`src/rtl/rtcdec_pkg.sv`:
```
// Shared sizes and types for the bytewide timekeeper/SRAM decoder.
// Assumes a byte-wide bus. The register window sits at the top of the space.
package rtcdec_pkg;
    localparam int ADDR_W = 19;
    localparam int IDX_W  = 4;
    localparam int DATA_W = 8;

    // Active-low bus strobes, kept together as one bundle.
    typedef struct packed {
        logic ce_n;
        logic we_n;
        logic oe_n;
    } bus_strb_t;
endpackage

```
`src/rtl/rtcdec_addr_window.sv`:
```
// Address window compare.
// Flags addresses that fall in the 2**IDX_W-byte register window and extracts
// the register index. WIN_AT_TOP picks whether the window is the highest
// (1) or the lowest (0) block of the address space.
module rtcdec_addr_window #(
    parameter int ADDR_W     = 19,
    parameter int IDX_W      = 4,
    parameter bit WIN_AT_TOP = 1'b1
) (
    input  logic [ADDR_W-1:0] addr,
    output logic              hit,
    output logic [IDX_W-1:0]  idx
);
    localparam int TAG_W = ADDR_W - IDX_W;

    logic [TAG_W-1:0] tag;
    assign tag = addr[ADDR_W-1:IDX_W];
    assign idx = addr[IDX_W-1:0];

    generate
        if (WIN_AT_TOP) begin : g_top
            // Window is the block whose tag bits are all ones.
            assign hit = &tag;
        end else begin : g_bottom
            // Window is the block whose tag bits are all zeros.
            assign hit = ~|tag;
        end
    endgenerate
endmodule

```
`src/rtl/rtcdec_strobe_gate.sv`:
```
// Strobe gating.
// Derives the external RAM strobes, the register read enable and the
// write-active level from the bus strobes, the window hit and write protect.
// Purely combinational; assumes the strobes are glitch-free at the pins.
module rtcdec_strobe_gate
    import rtcdec_pkg::*;
(
    input  bus_strb_t strb,
    input  logic      hit,
    input  logic      wr_protect,
    output logic      ram_ce_n,
    output logic      ram_oe_n,
    output logic      rd_en,
    output logic      wr_act
);
    // RAM chip enable: pass through unless the supervisor protects.
    always_comb ram_ce_n = strb.ce_n | wr_protect;

    // RAM output enable: suppressed for register addresses.
    always_comb ram_oe_n = strb.oe_n | hit;

    // Register read: selected, output enabled, not writing, unprotected.
    always_comb rd_en = ~strb.ce_n & ~strb.oe_n & strb.we_n & hit & ~wr_protect;

    // Write interval: both chip enable and write enable low.
    always_comb wr_act = ~strb.ce_n & ~strb.we_n;
endmodule

```
`src/rtl/rtcdec_wr_capture.sv`:
```
// Register write capture.
// Samples index, data and qualification on every clock while the write
// interval lasts. When the interval ends, it emits a one-cycle strobe with
// the last sample. Assumes the strobes are synchronous to clk, or brought
// into clk's domain upstream.
module rtcdec_wr_capture #(
    parameter int IDX_W  = 4,
    parameter int DATA_W = 8
) (
    input  logic              clk,
    input  logic              rst_n,
    input  logic              wr_act,
    input  logic              wr_ok,
    input  logic [IDX_W-1:0]  idx,
    input  logic [DATA_W-1:0] din,
    output logic              wr_stb,
    output logic [IDX_W-1:0]  wr_idx,
    output logic [DATA_W-1:0] wr_data
);
    logic              act_q;
    logic              ok_q;
    logic [IDX_W-1:0]  idx_q;
    logic [DATA_W-1:0] data_q;
    logic              wr_end;

    // End of a write: active at the last edge, inactive now.
    always_comb wr_end = act_q & ~wr_act;

    // Track the write interval and keep its latest sample.
    always_ff @(posedge clk) begin
        if (!rst_n) begin
            act_q  <= 1'b0;
            ok_q   <= 1'b0;
            idx_q  <= '0;
            data_q <= '0;
        end else begin
            act_q <= wr_act;
            if (wr_act) begin
                ok_q   <= wr_ok;
                idx_q  <= idx;
                data_q <= din;
            end
        end
    end

    // Emit the qualified one-cycle write pulse with its payload.
    always_ff @(posedge clk) begin
        if (!rst_n) begin
            wr_stb  <= 1'b0;
            wr_idx  <= '0;
            wr_data <= '0;
        end else begin
            wr_stb <= wr_end & ok_q;
            if (wr_end) begin
                wr_idx  <= idx_q;
                wr_data <= data_q;
            end
        end
    end
endmodule

```
`src/rtl/rtc_bus_decoder.sv`:
```
// Bytewide timekeeper / external SRAM access decoder (top).
// Splits the flat bus address space. The top 2**IDX_W bytes go to the
// internal register bank; everything else goes to an external RAM.
// Register reads are combinational; register writes are posted as
// a one-cycle pulse after the bus write ends.
module rtc_bus_decoder
    import rtcdec_pkg::*;
#(
    parameter int ADDR_W = rtcdec_pkg::ADDR_W,
    parameter int IDX_W  = rtcdec_pkg::IDX_W,
    parameter int DATA_W = rtcdec_pkg::DATA_W
) (
    input  logic              clk,
    input  logic              rst_n,
    input  logic [ADDR_W-1:0] bus_addr,
    input  logic              bus_ce_n,
    input  logic              bus_we_n,
    input  logic              bus_oe_n,
    input  logic [DATA_W-1:0] bus_din,
    output logic [DATA_W-1:0] bus_dout,
    output logic              bus_doe,
    input  logic              wr_protect,
    output logic              ram_ce_n,
    output logic              ram_oe_n,
    output logic [IDX_W-1:0]  reg_rd_idx,
    input  logic [DATA_W-1:0] reg_rd_data,
    output logic              reg_wr_stb,
    output logic [IDX_W-1:0]  reg_wr_idx,
    output logic [DATA_W-1:0] reg_wr_data
);
    bus_strb_t        strb;
    logic             hit;
    logic [IDX_W-1:0] idx;
    logic             wr_act;
    logic             wr_ok;

    // Bundle the bus strobes.
    always_comb strb = '{ce_n: bus_ce_n, we_n: bus_we_n, oe_n: bus_oe_n};

    rtcdec_addr_window #(
        .ADDR_W    (ADDR_W),
        .IDX_W     (IDX_W),
        .WIN_AT_TOP(1'b1)
    ) u_win (
        .addr(bus_addr),
        .hit (hit),
        .idx (idx)
    );

    rtcdec_strobe_gate u_gate (
        .strb      (strb),
        .hit       (hit),
        .wr_protect(wr_protect),
        .ram_ce_n  (ram_ce_n),
        .ram_oe_n  (ram_oe_n),
        .rd_en     (bus_doe),
        .wr_act    (wr_act)
    );

    // A write counts only in the window and while unprotected.
    always_comb wr_ok = hit & ~wr_protect;

    rtcdec_wr_capture #(
        .IDX_W (IDX_W),
        .DATA_W(DATA_W)
    ) u_wr (
        .clk    (clk),
        .rst_n  (rst_n),
        .wr_act (wr_act),
        .wr_ok  (wr_ok),
        .idx    (idx),
        .din    (bus_din),
        .wr_stb (reg_wr_stb),
        .wr_idx (reg_wr_idx),
        .wr_data(reg_wr_data)
    );

    // Read path: index straight out, bank data straight back.
    assign reg_rd_idx = idx;
    assign bus_dout   = reg_rd_data;
endmodule

```
`config.mk`:
```
export PLATFORM = sky130hd
export DESIGN_NAME = rtc_bus_decoder
export DESIGN_NICKNAME = d
export VERILOG_FILES = /design/src/rtl/rtcdec_pkg.sv /design/src/rtl/rtcdec_addr_window.sv /design/src/rtl/rtcdec_strobe_gate.sv /design/src/rtl/rtcdec_wr_capture.sv /design/src/rtl/rtc_bus_decoder.sv
export SDC_FILE = /design/constraint.sdc
export NUM_CORES = 1
export LEC_CHECK = 0
export ABC_AREA = 0
export CAP_MARGIN = 20
export CORE_ASPECT_RATIO = 0.7
export CORE_UTILIZATION = 51
export CTS_CLUSTER_DIAMETER = 150
export DETAILED_ROUTE_END_ITERATION = 8
export DONT_BUFFER_PORTS = 1
export PLACE_DENSITY_LB_ADDON = 0.08
export SYNTH_ARGS = -nofsm -noshare
export SYNTH_HDL_FRONTEND = slang
export SYNTH_SLANG_ARGS = --single-unit
```
`constraint.sdc`:
```
create_clock -name clk -period 2.43 [get_ports clk]
set_clock_uncertainty 0.2 [all_clocks]
set_input_delay 0.6075 -clock clk [delete_from_list [all_inputs] [get_ports clk]]
set_output_delay 0.6075 -clock clk [all_outputs]
set_load 0.01 [all_outputs]
```
# Word level (Yosys, flattened, before mapping)

Index checks and enable logic that the tools add are counted.
W data, S select, Z words.

Output and inout port bits: 28
Word-level logic and storage cells: 23
Register bits after elaboration: 27
Bits of input ports: 41

Bitwise operators: 15
Reduce and logical (&&, ||, !) cells: 1

Operators with widths:

| operator           | count |
|---|---|
| $reduce_and A15 Y1 | 1 |
| $and A1 B1 Y1      | 8 |
| $not A1 Y1         | 5 |
| $or A1 B1 Y1       | 2 |

# Depth between registers and ports, before layout

Gate-level depths: netlist of the first run.

Word-level depth: 5
Mapped depth: 4

# Cells and area by module

A second synthesis of the first run with hierarchy kept.

Cells, all modules: 122
Area, all modules: 1232.4 um^2

Modules (own cells, without submodules):

| module             | seq. area each (um^2) | cells each | instances | area each (um^2) |
|---|---|---|---|---|
| rtcdec_wr_capture  | 540.5                 | 99         | 1         | 1059.8 |
| rtc_bus_decoder    | 0.0                   | 9          | 1         | 73.8 |
| rtcdec_addr_window | 0.0                   | 9          | 1         | 66.3 |
| rtcdec_strobe_gate | 0.0                   | 5          | 1         | 32.5 |

# Least setup slack after synthesis of the first run

Ideal clock, no wire load.

Kind: in2out
Start: input bus_addr[15]
End: output bus_doe
Data required time: 1622 ps
Path buffers: 0
Arrival time: 1283 ps
Setup slack: 339 ps
Cell stages on the path: 3
Path through: nand4_1 -> nor4_2 -> and4bb_1

Word-level cells in the longest chain between the ends: 3

RTL lines:

| item                        | line                     | source |
|---|---|---|
| from (decl)                 | rtc_bus_decoder.sv:15    | `input logic [ADDR_W-1:0] bus_addr,` |
| $reduce_and A15 Y1          | rtcdec_addr_window.sv:23 | `assign hit = &tag;` |
| $and A1 B1 Y1 (2 in series) | rtcdec_strobe_gate.sv:23 | `always_comb rd_en = ~strb.ce_n & ~strb.oe_n & strb.we_n & hit & ~wr_protect;` |
| to (decl)                   | rtc_bus_decoder.sv:21    | `output logic bus_doe,` |

Every way passes these cells.

# Worst setup path in the final report of the first run

Same ends and word-level chain as after synthesis.

==> flow_metrics.env, run 1 <==
export IMPL_vias_per_cell=5.298
export IMPL_clock_root_buffer="clkbuf_4"
export IMPL_cts_clk_slew_worst_paths_ns=0.13
export IMPL_cts_resized=0
export IMPL_finalPower_mw=0.6824
export IMPL_core_mm2=0.001984
export IMPL_seqPwrFrac=0.675
export IMPL_rsz0062_at_grt="no"
export IMPL_yosys_register_bits=27
export IMPL_yosys_warnings=0
export IMPL_dp_hpwl_mm=1.403
export IMPL_ir_worst_vdd_mv=0.4906
export IMPL_endpoint_kind="output pin"
export IMPL_arrival_ns=1.35
export IMPL_preCtsSetupSlack_ns=0.2361
export IMPL_worst_pin_slew_ns=0.5518
export IMPL_p_clk_frac=0.273
export IMPL_cts_buffers=3
export IMPL_cp_max_fo=3
export IMPL_cap_violations=0
export IMPL_cp_cell_sequence="nand4_1 -> nor4_2 -> and4bb_1"
export IMPL_p_leak_nw=0.3813
export IMPL_fill_cells=212
export IMPL_syn_to_final_growth_pct=-4.907
export IMPL_dr_pass1_iters=4
export IMPL_period_share=0.8899
export IMPL_nets=163
export IMPL_grt_pass1_wl_mm=3.042
export IMPL_p_int_mw=0.5345
export IMPL_ctsHoldBuffers=0
export IMPL_clock_sinks=27
export IMPL_antenna_left=0
export IMPL_slew_viol_final=0
export IMPL_vias=800
export IMPL_min_path_type="in2reg"
export IMPL_routed_wl_mm=1.970
export IMPL_rows=13
export IMPL_grt_max_degree=29
export IMPL_wire_per_inst_um=13.05
export IMPL_cts_tree="built"
export IMPL_period_minus_slack_ns=2.162
export IMPL_io_pins=69
export IMPL_die_area_mm2=0.002446
export IMPL_mostFrequentLayoutCells="nand2_1, dfxtp_1, a21boi_0"
export IMPL_ys_flop_type="dfxtp_1"
export IMPL_cts_max_level=1
export IMPL_insertion_delay_ns=0.31
export IMPL_syn_avg_cell_area_um2=8.499
export IMPL_synth_nets=176
export IMPL_layout_commonest_cell="nand2_1"
export IMPL_switchingPower_mw=0.1478
export IMPL_status="finished, final reports clean"
export IMPL_antenna_found_initial=0
export IMPL_synth_edf_count=0
export IMPL_cts_setup_buffers=0
export IMPL_hold_viol=0
export IMPL_gp_congestion=0.7103
export IMPL_portBuffers=0
export IMPL_fmax_mhz=462.4
export IMPL_drc=0
export IMPL_cp_data_required_time_ns=1.62
export IMPL_async_flop_share=0
export IMPL_slew_headroom=0.6317
export IMPL_synth_cell_types=21
export IMPL_die_x_um=58.69
export IMPL_setup_tns_ns=0
export IMPL_start_util=0.5782
export IMPL_layout_drive_gt1_share=0.06612
export IMPL_overflow=0
export IMPL_crit_type="in2out"
export IMPL_synth_cells=135
export IMPL_drt_iter0_markers=44
export IMPL_pwr_density_cell_mw_per_mm2=625.4
export IMPL_die_h_um=41.69
export IMPL_slowest_stage="nor4_2"
export IMPL_grt_pass1_vias=652
export IMPL_antennaDiodeCount=0
export IMPL_switching_share=0.2167
export IMPL_grt_util_all_layers=0.1644
export IMPL_cts_path_max_buffers=2
export IMPL_synth_cell_area_mm2=0.001147
export IMPL_yosysSeqAreaShare=0.4711
export IMPL_start_kind="primary input"
export IMPL_pwr_share_comb=0.053
export IMPL_worst_slack_ns=0.2676
export IMPL_max_stage_delay_ns=0.36
export IMPL_setup_violations=0
[synth_stat cells, drive strengths merged, types with 2 or more instances]
library cell	count	area, µm²
dfxtp	27	540.5
a21boi	24	180.2
or2	3	18.77
clkbuf	3	12.51
nand2	48	180.2
and3	2	12.51
buf	16	115.1
nand4	3	18.77
[power groups by stage]
| stage | clock (mW) | sequential (mW) | combinational [mW] |
|---|---|---|---|
| 2_1_floorplan | 0 | 0.469 | 0.0570 |
| 3_3_place_gp | 0 | 0.470 | 0.0357 |
| 3_5_place_dp | 0 | 0.470 | 0.0365 |
| 4_1_cts | 0.193 | 0.461 | 0.0366 |
| 5_1_grt | 0.219 | 0.462 | 0.0401 |
| 6_report | 0.186 | 0.460 | 0.0359 |
[per-layer routing]
layer | global-route usage | up-vias | wire (µm)
li1 | - | 401 | -
met1 | 0.1969 | 369 | 866
met2 | 0.2667 | 26 | 921
met3 | 0.07165 | 4 | 167
met4 | 0.04762 | 0 | 14
met5 | 0 | - | 0
[metrics by stage]
step             util  std cells  instance area [µm²]  hold slack (ns)
2_1_floorplan       -        135                 1147           0.2310
3_3_place_gp   0.5366        147                 1065           0.2385
3_5_place_dp   0.5366        147                 1065           0.2448
4_1_cts        0.5498        151                 1091           0.1950
5_1_grt        0.5498        151                 1091           0.1777
6_report       0.5498        151                 1091           0.2069
[worst max-delay path, delay by kind of cell]
kind / cells / cell delay (ns)
simple gates: 3 / 0.74
[logic make-up (layout without fill, tap and decap cells)]
kind of cell	after synthesis	in the layout	synth area share
AND/OR/NAND/NOR	61	61	0.2377
buffers and inverters	20	6	0.1145
AO/OA/AOI/OAI	27	27	0.1767
flip-flops	27	27	0.4711
[state kept, by name, indices dropped and copies added (netlist names)]
signal / flops
u_wr.ok_q: 1
u_wr.act_q: 1
u_wr.wr_idx: 4
u_wr.idx_q: 4
u_wr.data_q: 8
u_wr.wr_stb: 1
u_wr.wr_data: 8
[layout make-up]
cell class                 count  area (µm²)  area share
tap                           30       37.54     0.03440
sequential                    27       540.5      0.4954
clock buffer                   4       26.28     0.02408
timing repair buffer           1       7.507    0.006881
multi-input combinational     88       475.5      0.4358
inverter                       1       3.754    0.003440
[worst paths after layout]
check | slack, ns | start | endpoint | depth (start not counted)
setup / recovery | 0.27 | bus_addr[15] | bus_doe | 3
hold / removal | 0.21 | rst_n | u_wr.act_q | 1
setup reg to reg | 1.11 | u_wr.act_q | u_wr.wr_data[1] | 3
hold reg to reg | 0.26 | u_wr.data_q[7] | u_wr.wr_data[7] | 2
Note: power is estimated with default switching activity, not from simulation.
==> inputs of run 2 (changes only) <==
--- a/config.mk
+++ b/config.mk
@@ -8,6 +8,7 @@
 export ABC_AREA = 0
 export CAP_MARGIN = 20
 export CORE_ASPECT_RATIO = 0.7
+export CORE_MARGIN = 3
 export CORE_UTILIZATION = 51
 export CTS_CLUSTER_DIAMETER = 150
 export DETAILED_ROUTE_END_ITERATION = 8
==> flow_metrics.env, run 2 (synthesized netlist as in run 1, its figures left out) <==
export IMPL_dpl_cell_count=147
export IMPL_wl_met2_um=906
export IMPL_syn_to_final_growth_pct=-4.798
export IMPL_finalPower_mw=0.6841
export IMPL_start_kind="primary input"
export IMPL_start_util=0.5782
export IMPL_dr_wl_met3_um=186
export IMPL_multi_input_area_um2=475.5
export IMPL_grt_pass1_wl_mm=3.042
export IMPL_wl_met1_um=905
export IMPL_period_share=0.8944
export IMPL_cts_max_level=1
export IMPL_setup_violations=0
export IMPL_dp_hpwl_mm=1.494
export IMPL_clock_sinks=27
export IMPL_mostFrequentLayoutCells="nand2_1, dfxtp_1, a21boi_0"
export IMPL_die_x_um=62.69
export IMPL_p_leak_nw=0.3840
export IMPL_die_area_mm2=0.002864
export IMPL_insertion_delay_ns=0.32
export IMPL_final_instance_count_excl_fill=151
export IMPL_cts_resized=0
export IMPL_hold_viol=0
export IMPL_slew_viol_final=0
export IMPL_fmax_mhz=460.1
export IMPL_grt_pass1_vias=667
export IMPL_drc=0
export IMPL_overflow=0
export IMPL_period_minus_slack_ns=2.173
export IMPL_die_h_um=45.69
export IMPL_cp_data_required_time_ns=1.62
export IMPL_antenna_left=0
export IMPL_core_mm2=0.001984
export IMPL_cts_buffers=3
export IMPL_portBuffers=0
export IMPL_largestRegisters="u_wr.data_q (8), u_wr.wr_data (8)"
export IMPL_cts_path_max_buffers=2
export IMPL_grt_max_degree=29
export IMPL_io_pins=69
export IMPL_min_path_type="in2reg"
export IMPL_dr_pass1_iters=4
export IMPL_clock_root_buffer="clkbuf_4"
export IMPL_cap_violations=0
export IMPL_dr_max_layer_used="met4"
export IMPL_setup_tns_ns=0
export IMPL_status="finished, final reports clean"
export IMPL_antenna_found_initial=0
export IMPL_worst_pin_slew_ns=0.5484
export IMPL_rows=13
export IMPL_pwr_density_cell_mw_per_mm2=626.3
export IMPL_arrival_ns=1.37
export IMPL_routed_wl_mm=2.031
export IMPL_grt_util_all_layers=0.1389
export IMPL_ctsHoldBuffers=0
export IMPL_cts_tree="built"
export IMPL_cts_clk_slew_worst_paths_ns=0.14
export IMPL_vias_per_cell=5.166
export IMPL_antennaDiodeCount=0
export IMPL_drt_iter0_markers=31
export IMPL_cp_max_fo=3
export IMPL_cts_setup_buffers=0
export IMPL_fin_util=0.5504
export IMPL_fill_cells=205
export IMPL_vias=780
export IMPL_crit_type="in2out"
export IMPL_layout_commonest_cell="nand2_1"
export IMPL_endpoint_kind="output pin"
export IMPL_layout_drive_gt1_share=0.07438
export IMPL_place_area_mm2=0.001065
export IMPL_rsz0062_at_grt="no"
export IMPL_gp_congestion=0.6922
export IMPL_seq_area_um2=540.5
export IMPL_wire_per_inst_um=13.45
export IMPL_ir_worst_vdd_mv=0.4177
export IMPL_slew_headroom=0.6340
export IMPL_nets=163
export IMPL_fin_area_mm2=0.001092
run 2: final cells by class:
cell class              instances  area share
inverters                       1    0.003436
clock inverters                 1    0.004582
clock buffers                   3     0.02062
multi-input cells              88      0.4353
flip-flops and latches         27      0.4948
repair buffers                  1    0.006873
well taps                      30     0.03436
run 2: power breakdown:
part	internal (mW)	switching [mW]	total (mW)
clock	0.0616	0.127	0.189
combinational	0.0162	0.0189	0.0351
sequential	0.454	0.00626	0.460
run 2: metal layers:
metal | vias to the layer above | GRT usage
li1 | 401 | -
met1 | 344 | 0.1649
met2 | 27 | 0.2331
met3 | 8 | 0.06173
met4 | 0 | 0.03947
met5 | - | 0
run 2: through the flow:
step / setup slack [ns] / hold WS (ns)
finish: 0.2566 / 0.1983
global route: 0.1868 / 0.1768
CTS: 0.2366 / 0.1846
detailed placement: 0.2366 / 0.2466
global placement: 0.2796 / 0.2385
floorplan: 0.3391 / 0.2310
run 2: worst paths after layout:
| check | startpoint | endpoint | slack [ns] | cells after the start |
|---|---|---|---|---|
| max | bus_addr[15] | bus_doe | 0.26 | 3 |
| min | bus_din[0] | u_wr.data_q[0] | 0.20 | 2 |
| max reg2reg | u_wr.act_q | u_wr.wr_data[2] | 1.16 | 3 |
| min reg2reg | u_wr.data_q[0] | u_wr.wr_data[0] | 0.26 | 2 |
run 2: worst max-delay path, cell delays in order:
cell	delay (ns)
nand4_1	0.10
nor4_2	0.36
and4bb_1	0.30
==> inputs of run 3 (changes only) <==
--- a/config.mk
+++ b/config.mk
@@ -5,8 +5,7 @@
 export SDC_FILE = /design/constraint.sdc
 export NUM_CORES = 1
 export LEC_CHECK = 0
-export ABC_AREA = 0
-export CAP_MARGIN = 20
+export ABC_AREA = 1
 export CORE_ASPECT_RATIO = 0.7
 export CORE_MARGIN = 3
 export CORE_UTILIZATION = 51
==> flow_metrics.env, run 3 <==
export IMPL_status="finished, final reports clean"
export IMPL_cts_resized=0
export IMPL_grt_pass1_vias=781
export IMPL_start_kind="primary input"
export IMPL_whs_ns=0.2006
export IMPL_antenna_left=0
export IMPL_clock_sinks=27
export IMPL_endpoint_kind="output pin"
export IMPL_die_h_um=45.32
export IMPL_layout_commonest_cell="nor2_1"
export IMPL_layout_drive_gt1_share=0.05755
export IMPL_core_mm2=0.001968
export IMPL_hold_viol=0
export IMPL_drt_iter0_markers=47
export IMPL_portBuffers=0
export IMPL_cap_violations=0
export IMPL_grt_util_all_layers=0.1631
export IMPL_yosys_register_bits=27
export IMPL_cts_path_max_buffers=2
export IMPL_mostFrequentLayoutCells="nor2_1, dfxtp_1, o21ai_0"
export IMPL_fin_util=0.5410
export IMPL_ctsHoldBuffers=0
export IMPL_grt_pass1_wl_mm=3.560
export IMPL_cts_clk_slew_worst_paths_ns=0.14
export IMPL_rsz0062_at_grt="no"
export IMPL_rows=13
export IMPL_grt_max_degree=27
export IMPL_dp_hpwl_mm=1.571
export IMPL_synth_nets=194
export IMPL_synth_area_leaders="dfxtp_1, nor2_1, buf_4, o21ai_0, nand2_1"
export IMPL_min_path_type="in2reg"
export IMPL_cts_max_level=1
export IMPL_period_share=0.8292
export IMPL_cts_buffers=3
export IMPL_antenna_found_initial=0
export IMPL_cp_data_required_time_ns=1.62
export IMPL_nets=181
export IMPL_clock_root_buffer="clkbuf_4"
export IMPL_insertion_delay_ns=0.32
export IMPL_synth_cells=153
export IMPL_synth_cell_types=18
export IMPL_yosysMostFrequentCell="nor2_1"
export IMPL_synth_common_cells="nor2_1, dfxtp_1, o21ai_0"
export IMPL_ys_flop_type="dfxtp_1"
export IMPL_antennaDiodeCount=0
export IMPL_place_area_mm2=0.001037
export IMPL_worst_pin_slew_ns=0.5152
export IMPL_cp_max_fo=3
export IMPL_die_area_mm2=0.002817
export IMPL_crit_type="in2out"
export IMPL_cts_setup_buffers=0
export IMPL_fmax_mhz=496.3
export IMPL_period_minus_slack_ns=2.015
export IMPL_vias_per_cell=5.112
export IMPL_largestRegisters="u_wr.data_q (8), u_wr.wr_data (8)"
export IMPL_async_flop_share=0
export IMPL_syn_to_final_growth_pct=-5.445
export IMPL_gp_congestion=0.6409
export IMPL_vias=864
export IMPL_overflow=0
export IMPL_setup_tns_ns=0
export IMPL_p_leak_nw=0.5000
export IMPL_synth_top_area_frac=0.4800
export IMPL_synth_cell_area_mm2=0.001126
export IMPL_routed_wl_mm=2.202
export IMPL_io_pins=69
export IMPL_slew_headroom=0.6562
export IMPL_worst_slack_ns=0.4151
export IMPL_preCtsSetupSlack_ns=0.4043
export IMPL_syn_avg_cell_area_um2=7.360
export IMPL_cts_tree="built"
export IMPL_slew_viol_final=0
export IMPL_yosys_warnings=0
export IMPL_dr_pass1_iters=4
export IMPL_start_util=0.5722
export IMPL_yosys_area_top_type="dfxtp_1"
export IMPL_drc=0
export IMPL_yosysSeqAreaShare=0.4800
export IMPL_wire_per_inst_um=13.03
export IMPL_pwr_density_cell_mw_per_mm2=675.3
export IMPL_setup_violations=0
export IMPL_synth_edf_count=0
export IMPL_ir_worst_vdd_mv=0.3466
export IMPL_arrival_ns=1.21
export IMPL_fin_area_mm2=0.001065
export IMPL_die_x_um=62.17
## run 3: cells by family after synthesis
kind of cell,share of synthesized area
AOI/OAI and AO/OA,0.1111
DFF,0.4800
and+or+nand+nor,0.2667
buffers and inverters,0.1422
## run 3: through the flow
stage,total power [mW],std cells
6_report,0.7190,169
5_1_grt,0.7576,169
4_1_cts,0.7272,169
3_5_place_dp,0.5410,165
3_3_place_gp,0.5386,165
2_1_floorplan,0.5555,153
## run 3: worst max-delay path, cell delays in order
cell and delay [ns]:
nand2_1 0.03, nor2_1 0.10, nand2_1 0.10, o21ai_0 0.37
## run 3: layout make-up
| type | count | area [µm²] |
|---|---|---|
| Clock inverter | 1 | 5.005 |
| Inverter | 9 | 33.78 |
| Multi-Input combinational cell | 99 | 425.4 |
| Tap cell | 30 | 37.54 |
| Sequential cell | 27 | 540.5 |
| Clock buffer | 3 | 22.52 |
| Fill cell | 201 | 903.4 |
## run 3: path summary, 6_finish.rpt
kind / from / end / slack [ns] / depth (start not counted)
min reg2reg: u_wr.act_q / u_wr.wr_stb / 0.27 / 2
max reg2reg: u_wr.act_q / u_wr.wr_data[1] / 1.03 / 4
min: rst_n / u_wr.idx_q[3] / 0.20 / 2
max: bus_addr[8] / ram_oe_n / 0.42 / 4
## run 3: report_power, final
group	leakage, nW	total [mW]	switching [mW]	internal [mW]
sequential	0.221	0.482	0.0165	0.466
combinational	0.261	0.0484	0.0311	0.0173
clock	0.0177	0.188	0.127	0.0616
total	0.500	0.719	0.174	0.545
## run 3: layer usage
| metal | wire length [µm] | vias up | track usage |
|---|---|---|---|
| met4 | 25 | 0 | 0.04846 |
| met2 | 1003 | 41 | 0.2650 |
| met5 | 0 | - | 0 |
| li1 | - | 440 | - |
| met3 | 210 | 6 | 0.06219 |
| met1 | 962 | 377 | 0.2062 |
